==> src/rtl/psram_pkg.sv <==
package psram_pkg;

    typedef enum logic [2:0] {
        OP_IDLE,
        OP_DESEL,
        OP_READ,
        OP_WRITE,
        OP_SUSPEND
    } cyc_op_e;

endpackage

==> src/rtl/psram_start_decode.sv <==
module psram_start_decode (
    input  logic ce_main_n,
    input  logic ce_lo_n,
    input  logic ce_hi,
    input  logic strb_proc_n,
    input  logic strb_ctrl_n,
    output logic start,
    output logic selected
);
    logic proc_start;

    always_comb begin
        // processor strobe counts only while the master select is active
        proc_start = ~strb_proc_n & ~ce_main_n;
        start      = proc_start | ~strb_ctrl_n;
        selected   = ~ce_main_n & ~ce_lo_n & ce_hi;
    end
endmodule

==> src/rtl/psram_write_decode.sv <==
module psram_write_decode #(
    parameter int LANES = 2
) (
    input  logic             gw_n,
    input  logic             bw_n,
    input  logic [LANES-1:0] lane_n,
    output logic [LANES-1:0] lane_mask,
    output logic             is_write
);
    for (genvar i = 0; i < LANES; i++) begin : g_lane
        // global write overrides; otherwise the byte gate passes lane enables
        assign lane_mask[i] = ~gw_n | (~bw_n & ~lane_n[i]);
    end

    assign is_write = |lane_mask;
endmodule

==> src/rtl/psram_cycle_ctrl.sv <==
module psram_cycle_ctrl #(
    parameter int LANES          = 2,
    parameter int RECOVER_CYCLES = 3
) (
    input  logic             clk,
    input  logic             rst_n,
    input  logic             ce_main_n,
    input  logic             ce_lo_n,
    input  logic             ce_hi,
    input  logic             strb_proc_n,
    input  logic             strb_ctrl_n,
    input  logic             adv_n,
    input  logic             gw_n,
    input  logic             bw_n,
    input  logic [LANES-1:0] lane_n,
    input  logic             oe_n,
    input  logic             sleep,
    output logic [LANES-1:0] arr_we,
    output logic             rd_load,
    output logic             bus_drive
);
    import psram_pkg::*;

    localparam int RW = (RECOVER_CYCLES > 0) ? $clog2(RECOVER_CYCLES + 1) : 1;
    localparam logic [RW-1:0] REC_LOAD = RW'(RECOVER_CYCLES);

    typedef struct packed {
        logic             active;
        logic [LANES-1:0] we;
        logic             ld;
        logic             keep;
        logic             rd_mode;
        logic [RW-1:0]    rec;
    } ctrl_state_t;

    ctrl_state_t st_d, st_q;
    cyc_op_e     op;
    logic        start, selected, is_write, blocked, rec_idle;
    logic [LANES-1:0] lane_mask;

    psram_start_decode u_start (
        .ce_main_n  (ce_main_n),
        .ce_lo_n    (ce_lo_n),
        .ce_hi      (ce_hi),
        .strb_proc_n(strb_proc_n),
        .strb_ctrl_n(strb_ctrl_n),
        .start      (start),
        .selected   (selected)
    );

    psram_write_decode #(.LANES(LANES)) u_wdec (
        .gw_n     (gw_n),
        .bw_n     (bw_n),
        .lane_n   (lane_n),
        .lane_mask(lane_mask),
        .is_write (is_write)
    );

    assign blocked  = (st_q.rec != '0);
    assign rec_idle = ~blocked;

    always_comb begin
        st_d      = st_q;
        st_d.we   = '0;
        st_d.ld   = 1'b0;
        st_d.keep = 1'b0;
        op        = OP_IDLE;

        if (sleep) begin
            st_d.active = 1'b0;
            st_d.rec    = REC_LOAD;
        end else begin
            if (blocked) begin
                st_d.rec = st_q.rec - 1'b1;
            end
            if (start) begin
                st_d.active = selected;
                if (!selected) begin
                    op = OP_DESEL;
                end else if (is_write) begin
                    op = blocked ? OP_SUSPEND : OP_WRITE;
                end else begin
                    op = OP_READ;
                end
            end else if (st_q.active) begin
                if (!adv_n) begin
                    if (is_write) begin
                        op = blocked ? OP_SUSPEND : OP_WRITE;
                    end else begin
                        op = OP_READ;
                    end
                end else begin
                    op = OP_SUSPEND;
                end
            end
        end

        case (op)
            OP_WRITE:   st_d.we   = lane_mask;
            OP_READ:    st_d.ld   = 1'b1;
            OP_SUSPEND: st_d.keep = 1'b1;
            default:    ;
        endcase

        // output register holds read data one edge after its load pulse
        st_d.rd_mode = ~sleep & (st_q.ld | (st_q.keep & st_q.rd_mode));
    end

    always_ff @(posedge clk or negedge rst_n) begin
        if (!rst_n) begin
            st_q <= '0;
        end else begin
            st_q <= st_d;
        end
    end

    assign arr_we    = st_q.we;
    assign rd_load   = st_q.ld;
    assign bus_drive = st_q.rd_mode & ~oe_n & ~sleep;

endmodule


==> config.mk <==
export PLATFORM = sky130hd
export DESIGN_NAME = psram_cycle_ctrl
export DESIGN_NICKNAME = d
export VERILOG_FILES = /design/src/rtl/psram_pkg.sv /design/src/rtl/psram_start_decode.sv /design/src/rtl/psram_write_decode.sv /design/src/rtl/psram_cycle_ctrl.sv
export SDC_FILE = /design/constraint.sdc
export NUM_CORES = 1
export LEC_CHECK = 0
export BUFFER_PORTS_ARGS = -buffer_cell sky130_fd_sc_hd__buf_2
export CAP_MARGIN = 20
export CORE_AREA = 5 5 42 44
export CTS_CLUSTER_DIAMETER = 30
export DETAILED_ROUTE_END_ITERATION = 7
export DIE_AREA = 0 0 47 49
export GPL_ROUTABILITY_DRIVEN = 0
export PLACE_DENSITY_LB_ADDON = 0.15
export RECOVER_POWER = 25
export SLEW_MARGIN = 20
export SYNTH_ARGS = -nofsm -noshare
export SYNTH_HDL_FRONTEND = slang
export SYNTH_SLANG_ARGS = --single-unit
==> constraint.sdc <==
create_clock -name clk -period 1.2 [get_ports clk]
set_input_delay 0.24 -clock clk [delete_from_list [all_inputs] [get_ports clk]]
set_output_delay 0.24 -clock clk [all_outputs]
set_load 0.01 [all_outputs]
==> results of run 1 <==
## worst min-delay path by stage
stage	from	to	slack, ns	depth (start not counted)
final	adv_n	st_q[3]$_DFF_PN0_	0.26	3
after global routing	adv_n	st_q[3]$_DFF_PN0_	0.27	3
after CTS	adv_n	st_q[3]$_DFF_PN0_	0.25	3
after detailed placement	rst_n	arr_we[1]$_DFF_PN0_	0.09	1
after global placement	rst_n	arr_we[0]$_DFF_PN0_	0.1	1
after floorplan	rst_n	arr_we[0]$_DFF_PN0_	-0.06	0
## layout make-up
cell class                      count  area (um^2)
Fill cell                         155          873
Sequential cell                     8          200
Multi-Input combinational cell     25          180
Timing Repair Buffer               18         93.8
Clock buffer                        3         22.5
Tap cell                           16         20.0
Inverter                            3         11.3
## registers in the layout, indices dropped and copies added (netlist names)
name and cells:
st_q 5, arr_we 2, rd_load 1
## what timing repair did
action | 4_1_cts | 5_1_grt
resized for setup | 0 | 1
endpoints found under the hold margin | 8 | 0
setup endpoints to repair | 0 | 2
hold buffers | 1 | 0
## where the power goes
part           internal [mW]  switching, mW  total [mW]  leakage, nW
logic                 0.0551         0.0598       0.115        0.159
clock network          0.114         0.0822       0.196       0.0138
registers              0.288        0.00679       0.294        0.104
total                  0.457          0.149       0.605        0.277
## metrics by stage
step / instances / cell area (um^2)
after global routing: 73 / 528
after CTS: 73 / 527
after detailed placement: 69 / 494
after floorplan: 39 / 409
final: 73 / 528
after global placement: 69 / 494
## kinds of logic (layout without fill, tap and decap cells)
kind of cell,count (synthesis),count (layout),share of synthesized area (%)
flops,8,8,48.9
xor+xnor,1,1,2.14
simple gates,13,13,18.0
compound gates,9,9,17.7
buf+inv,6,24,7.64
mux,1,1,2.45
fa+ha+maj,1,1,3.06
## critical path: cells and delay by family, from the launching register on
kind,cells,cell delay (ns)
DFF,1,0.34
and+or+nand+nor,1,0.17
buffers and inverters,1,0.16
## cell usage in the layout, fill, tap and decap left out, drive strengths merged
| cell | Yosys | routed |
|---|---|---|
| xor2 | 1 | 1 |
| o21ai | 2 | 2 |
| buf | 3 | 16 |
| inv | 3 | 3 |
| dfrtp | 8 | 8 |
| nor2b | 1 | 1 |
| and2b | 1 | 1 |
| o211a | 1 | 1 |
| or2 | 1 | 1 |
| nand2 | 2 | 2 |
| nor3 | 2 | 2 |
| nor2 | 2 | 2 |
| nand2b | 1 | 1 |
| a21oi | 4 | 4 |
| nand3b | 1 | 1 |
| ha | 1 | 1 |
| dlygate4sd3 | 0 | 1 |
| o41ai | 1 | 1 |
| nor3b | 2 | 2 |
| clkbuf | 0 | 4 |
| a22oi | 1 | 1 |
| mux2i | 1 | 1 |
## routing by layer
| layer | vias up | wire length, um | global-route usage, % |
|---|---|---|---|
| met5 | - | 0 | 0 |
| met4 | 0 | 0 | 4.15 |
| met3 | 0 | 98 | 3.69 |
| met2 | 15 | 302 | 8.14 |
| met1 | 143 | 370 | 10.8 |
| li1 | 170 | - | - |
==> key figures, run 1 <==
Status
  – Status: completed

Logic synthesis
  – Post-synth top flop: dfrtp_1
  – Sequential element share of the synthesized area: 48.9%
  – Area share of the largest cell type after synthesis: 48.9%
  – Area leader, netlist: dfrtp_1
  – Yosys reg bits: 8
  – Cells after Synth: 39
  – Avg Cell Area, Syn: 10.5 um^2
  – EDFF count, synth: 0
  – Synth top cells by count: dfrtp_1 (8), a21oi_1 (3), inv_1 (3)
  – Syn Nets: 54
  – Synth Warn #: 0
  – Mapped Area: 409 um^2
  – Synth cell types: 22
  – Synth top area cells: dfrtp_1 (49%), o41ai_2 (4.0%), a21oi_1 (3.7%)
  – Top-count cell post-synth: dfrtp_1
  – Post-synthesis async set-or-reset flop share: 100%

Timing
  – Setup tns final: 0 ns
  – Setup ws final: 0.0516 ns
  – Final min period: 1.15 ns
  – Slew HR: 72.4%
  – Slew Viols, Final: 0
  – Setup violators final: 0
  – Final period utilization: 95.7%
  – WHS: 0.258 ns
  – RSZ-0062 raised after global routing: false
  – Final Skew: 0.00375 ns
  – FMAX: 871 MHz
  – Slew @ Worst Pin: 0.414 ns
  – Hold Vio Cnt, Final: 0

Detailed routing
  – DR vias: 328
  – DRT antenna net count: 0
  – DRC violation total after the first TritonRoute iteration: 1
  – Wire per inst: 10.6 um
  – DRC: 0
  – Pre-antenna DRT Iters: 2
  – Final wirelength: 771 um
  – Vias/cell: 4.49

Power
  – Leakage: 0.277 nW
  – PwrDens: 1150 mW/mm^2
  – Max IR drop VDD: 0.556 mV
  – Final Power: 0.605 mW

Critical path
  – CP max FO: 2
  – Slowest-stage cell, CP: dfrtp_1
  – Setup crit start kind: register
  – Worst EP arrival: 0.91 ns
  – R2R cell count: 4
  – CP Capture Type: primary output
  – Crit path to: bus_drive
  – Max incr delay on CP: 0.34 ns
  – Worst-path cell chain: nor3b_1, buf_2
  – Critical R2R Launch: st_q[0]$_DFFE_PN0P_
  – Critical Path Source: st_q[2]$_DFF_PN0_
  – R2R Setup Slk: 0.10 ns
  – CP required: 0.96 ns
  – Worst r2r dst: st_q[1]$_DFFE_PN0P_
  – Crit path kind: register to primary output

Floorplan
  – Die height: 49 um
  – # rows: 14
  – Die Wd: 47 um
  – Initial core utilization: 29.2%
  – Core area: 0.00140 mm^2
  – I/O pin count: 18
  – Full die area: 0.00230 mm^2

Global routing
  – All-Layer GR Usage: 7.30%
  – GR Overflow Total: 0
  – First-pass GRT wire length: 1190 um
  – Initial antenna violation count: 0
  – Vias in the first global route: 293
  – Largest net degree at the start of global routing: 11

Clocking
  – H-tree lvl count: 1
  – Clock sinks: 8
  – # Post-CTS Setup Buffers: 0
  – CTS buffer count: 3
  – Clock Pin Slew Worst Setup and Hold Paths: 0.05 ns
  – Clk Latency, worst-skew pair: 0.25 ns
  – Clock Tree Buf Depth: 2
  – TritonCTS clock tree: built
  – CTS Root Cell: clkbuf_4

Place
  – Post-Place Setup Slack: 0.0694 ns
  – Final HPWL DP: 643 um
  – PortBufs: 17

Cells and area
  – ANT cells: 0
  – Layout cells sized above 1: 40.4%
  – Area growth, synth to finish: 29.1%
  – Final nets: 74
  – Util after Layout: 37.7%

Flow run
  – Max-Cap Viols: 0

Hold path
  – Hold Crit Class: input port to register
Note: power is estimated with default switching activity, not from simulation.
==> inputs of run 2 (changes only) <==
CELL_PAD_IN_SITES_DETAIL_PLACEMENT = 1   (was unset)
CELL_PAD_IN_SITES_GLOBAL_PLACEMENT = 1   (was unset)
CORE_AREA = unset   (was 5 5 42 44)
CORE_MARGIN = 2   (was unset)
CORE_UTILIZATION = 31   (was unset)
DIE_AREA = unset   (was 0 0 47 49)
GPL_ROUTABILITY_DRIVEN = unset   (was 0)
==> run 2 against run 1 <==
- core utilization rose by 4.2 points
- final cell count is 1.4% lower
- combinational power barely moved
- fmax decreased by 0.40%
- die area down 29%
- non-clock buffer count is the same
- largest cell class unchanged
- largest power group unchanged
- highest routed layer unchanged
==> key figures, run 2 (synthesis results as in run 1) <==
Critical path
  – R2R cell count: 4 (unchanged)
  – Worst r2r dst: st_q[1]$_DFFE_PN0P_
  – Critical R2R Launch: st_q[1]$_DFFE_PN0P_
  – CP Capture Type: primary output
  – R2R Setup Slk: 0.11 ns (about the same)
  – Setup crit start kind: register
  – Worst EP arrival: 0.91 ns (about the same)
  – CP required: 0.96 ns (about the same)
  – CP max FO: 2 (unchanged)
  – Crit path kind: register to primary output

Floorplan
  – Initial core utilization: 32.2% (+3.1 points)
  – Full die area: 0.00163 mm^2 (-29%)
  – # rows: 13 (-1)
  – Core area: 0.00127 mm^2 (-9.5%)
  – I/O pin count: 18 (unchanged)
  – Die height: 40.3 um (-18%)
  – Die Wd: 40.3 um (-14%)

Cells and area
  – ANT cells: 0 (unchanged)
  – Final nets: 74 (unchanged)
  – Cell Count, Final, Fillers Out: 72 (-1.4%)
  – Area growth, synth to finish: 30.0%
  – Layout cells sized above 1: 42.1% (+1.8 points)
  – Util after Layout: 41.9% (+4.2 points)
  – Commonest non-fill, non-tap cell in the layout: buf_2
  – Commonest non-fill, non-tap cells in the layout: buf_2 (16), dfrtp_1 (8), inv_1 (3), a21oi_1 (3), clkbuf_4 (3)
  – Most flop-heavy register: st_q
  – Largest register FFs: 5 (unchanged)
  – Fin area: 532 um^2 (+0.71%)

Detailed routing
  – Wire per inst: 12.5 um (+18%)
  – DRT antenna net count: 0 (unchanged)
  – Vias/cell: 4.76 (+6.0%)
  – DR vias: 343 (+4.6%)
  – Pre-antenna DRT Iters: 4 (+2)
  – DRC: 0 (unchanged)
  – DRC violation total after the first TritonRoute iteration: 6 (+5)
  – Final wirelength: 901 um (+17%)

Hold path
  – Hold Crit Class: input port to register
  – Hold Crit Start: adv_n
  – Hold depth: 3 (unchanged)
  – Worst Hold End: st_q[3]$_DFF_PN0_

Clocking
  – Clock Tree Buf Depth: 2 (unchanged)
  – TritonCTS clock tree: built
  – CTS Root Cell: clkbuf_4
  – # Post-CTS Setup Buffers: 0 (unchanged)
  – CTS buffer count: 3 (unchanged)
  – Clk Latency, worst-skew pair: 0.25 ns (about the same)
  – Clock sinks: 8 (unchanged)
  – Clock Pin Slew Worst Setup and Hold Paths: 0.05 ns (about the same)
  – H-tree lvl count: 1 (unchanged)

Place
  – Post-DP Area: 493 um^2 (-0.25%)
  – GPL Wtd Cong: 0.741
  – PortBufs: 17 (unchanged)
  – Post-Place Setup Slack: 0.0587 ns (-0.0107 ns)
  – Final HPWL DP: 715 um (+11%)
  – DP Cell Count: 68 (-1.4%)

Global routing
  – First-pass GRT wire length: 1450 um (+22%)
  – Initial antenna violation count: 0 (unchanged)
  – Largest net degree at the start of global routing: 11 (unchanged)
  – GR Overflow Total: 0 (unchanged)
  – All-Layer GR Usage: 14.0% (+6.7 points)
  – Vias in the first global route: 360 (+23%)

Timing
  – Setup ws final: 0.0470 ns (-0.00460 ns)
  – Final period utilization: 96.1% (+0.38 points)
  – Hold Vio Cnt, Final: 0 (unchanged)
  – RSZ-0062 raised after global routing: false
  – Slew @ Worst Pin: 0.429 ns (+0.0157 ns)
  – Slew HR: 71.4% (-1.0 points)
  – Setup tns final: 0 ns (unchanged)
  – Final min period: 1.15 ns (+0.00460 ns)
  – Slew Viols, Final: 0 (unchanged)
  – Setup violators final: 0 (unchanged)
  – FMAX: 867 MHz (-0.40%)
  – Final Skew: 0.00125 ns (-0.00250 ns)

Power
  – PwrDens: 1160 mW/mm^2 (+1.3%)
  – Max IR drop VDD: 0.353 mV (-37%)
  – Leakage: 0.278 nW (+0.43%)

Status
  – Status: completed

Flow run
  – Max-Cap Viols: 0 (unchanged)
-- run 2: metrics by stage --
step | total power [mW] | hold WS [ns]
6_report | 0.618 | 0.259
3_3_place_gp | 0.401 | 0.0901
3_5_place_dp | 0.411 | 0.0950
2_1_floorplan | 0.366 | -0.0556
4_1_cts | 0.624 | 0.254
5_1_grt | 0.656 | 0.262
-- run 2: layout make-up --
type	count	area [um^2]
Fill cell	149	737
Sequential cell	8	200
Multi-Input combinational cell	25	185
Timing Repair Buffer	18	93.8
Clock buffer	3	22.5
Tap cell	15	18.8
Inverter	3	11.3
-- run 2: power breakdown --
group	switching, mW	internal (mW)	leakage, nW
sequential	0.00766	0.287	0.104
combinational	0.0603	0.0539	0.160
clock	0.0937	0.115	0.0138
total	0.162	0.456	0.278
-- run 2: worst max-delay path: stages (launching register included) --
cell and delay [ns]:
dfrtp_1 0.37, nor3b_2 0.15, buf_2 0.14
-- run 2: repair_timing --
item	4_1_cts	5_1_grt
endpoints found under the setup margin	0	2
hold buffers	1	0
gates resized for setup	0	2
endpoints found under the hold margin	8	0
-- run 2: layer usage --
layer | vias to the layer above | track usage [%] | part of all wire, %
met4 | 0 | 10.0 | 0
met5 | - | 0 | 0
met3 | 0 | 3.33 | 6.9
li1 | 167 | - | -
met1 | 158 | 16.2 | 43
met2 | 18 | 22.2 | 50
-- run 2: worst max-delay path by stage --
stage | slack (ns) | from | endpoint | depth (start not counted)
4_1_cts | 0.03 | st_q[2]$_DFF_PN0_ | bus_drive | 2
5_1_grt | 0.02 | st_q[2]$_DFF_PN0_ | bus_drive | 2
6_report | 0.05 | st_q[2]$_DFF_PN0_ | bus_drive | 2
2_1_floorplan | 0.13 | st_q[0]$_DFFE_PN0P_ | st_q[1]$_DFFE_PN0P_ | 4
3_5_place_dp | 0.06 | st_q[0]$_DFFE_PN0P_ | st_q[1]$_DFFE_PN0P_ | 4
3_3_place_gp | 0.11 | st_q[0]$_DFFE_PN0P_ | st_q[1]$_DFFE_PN0P_ | 4
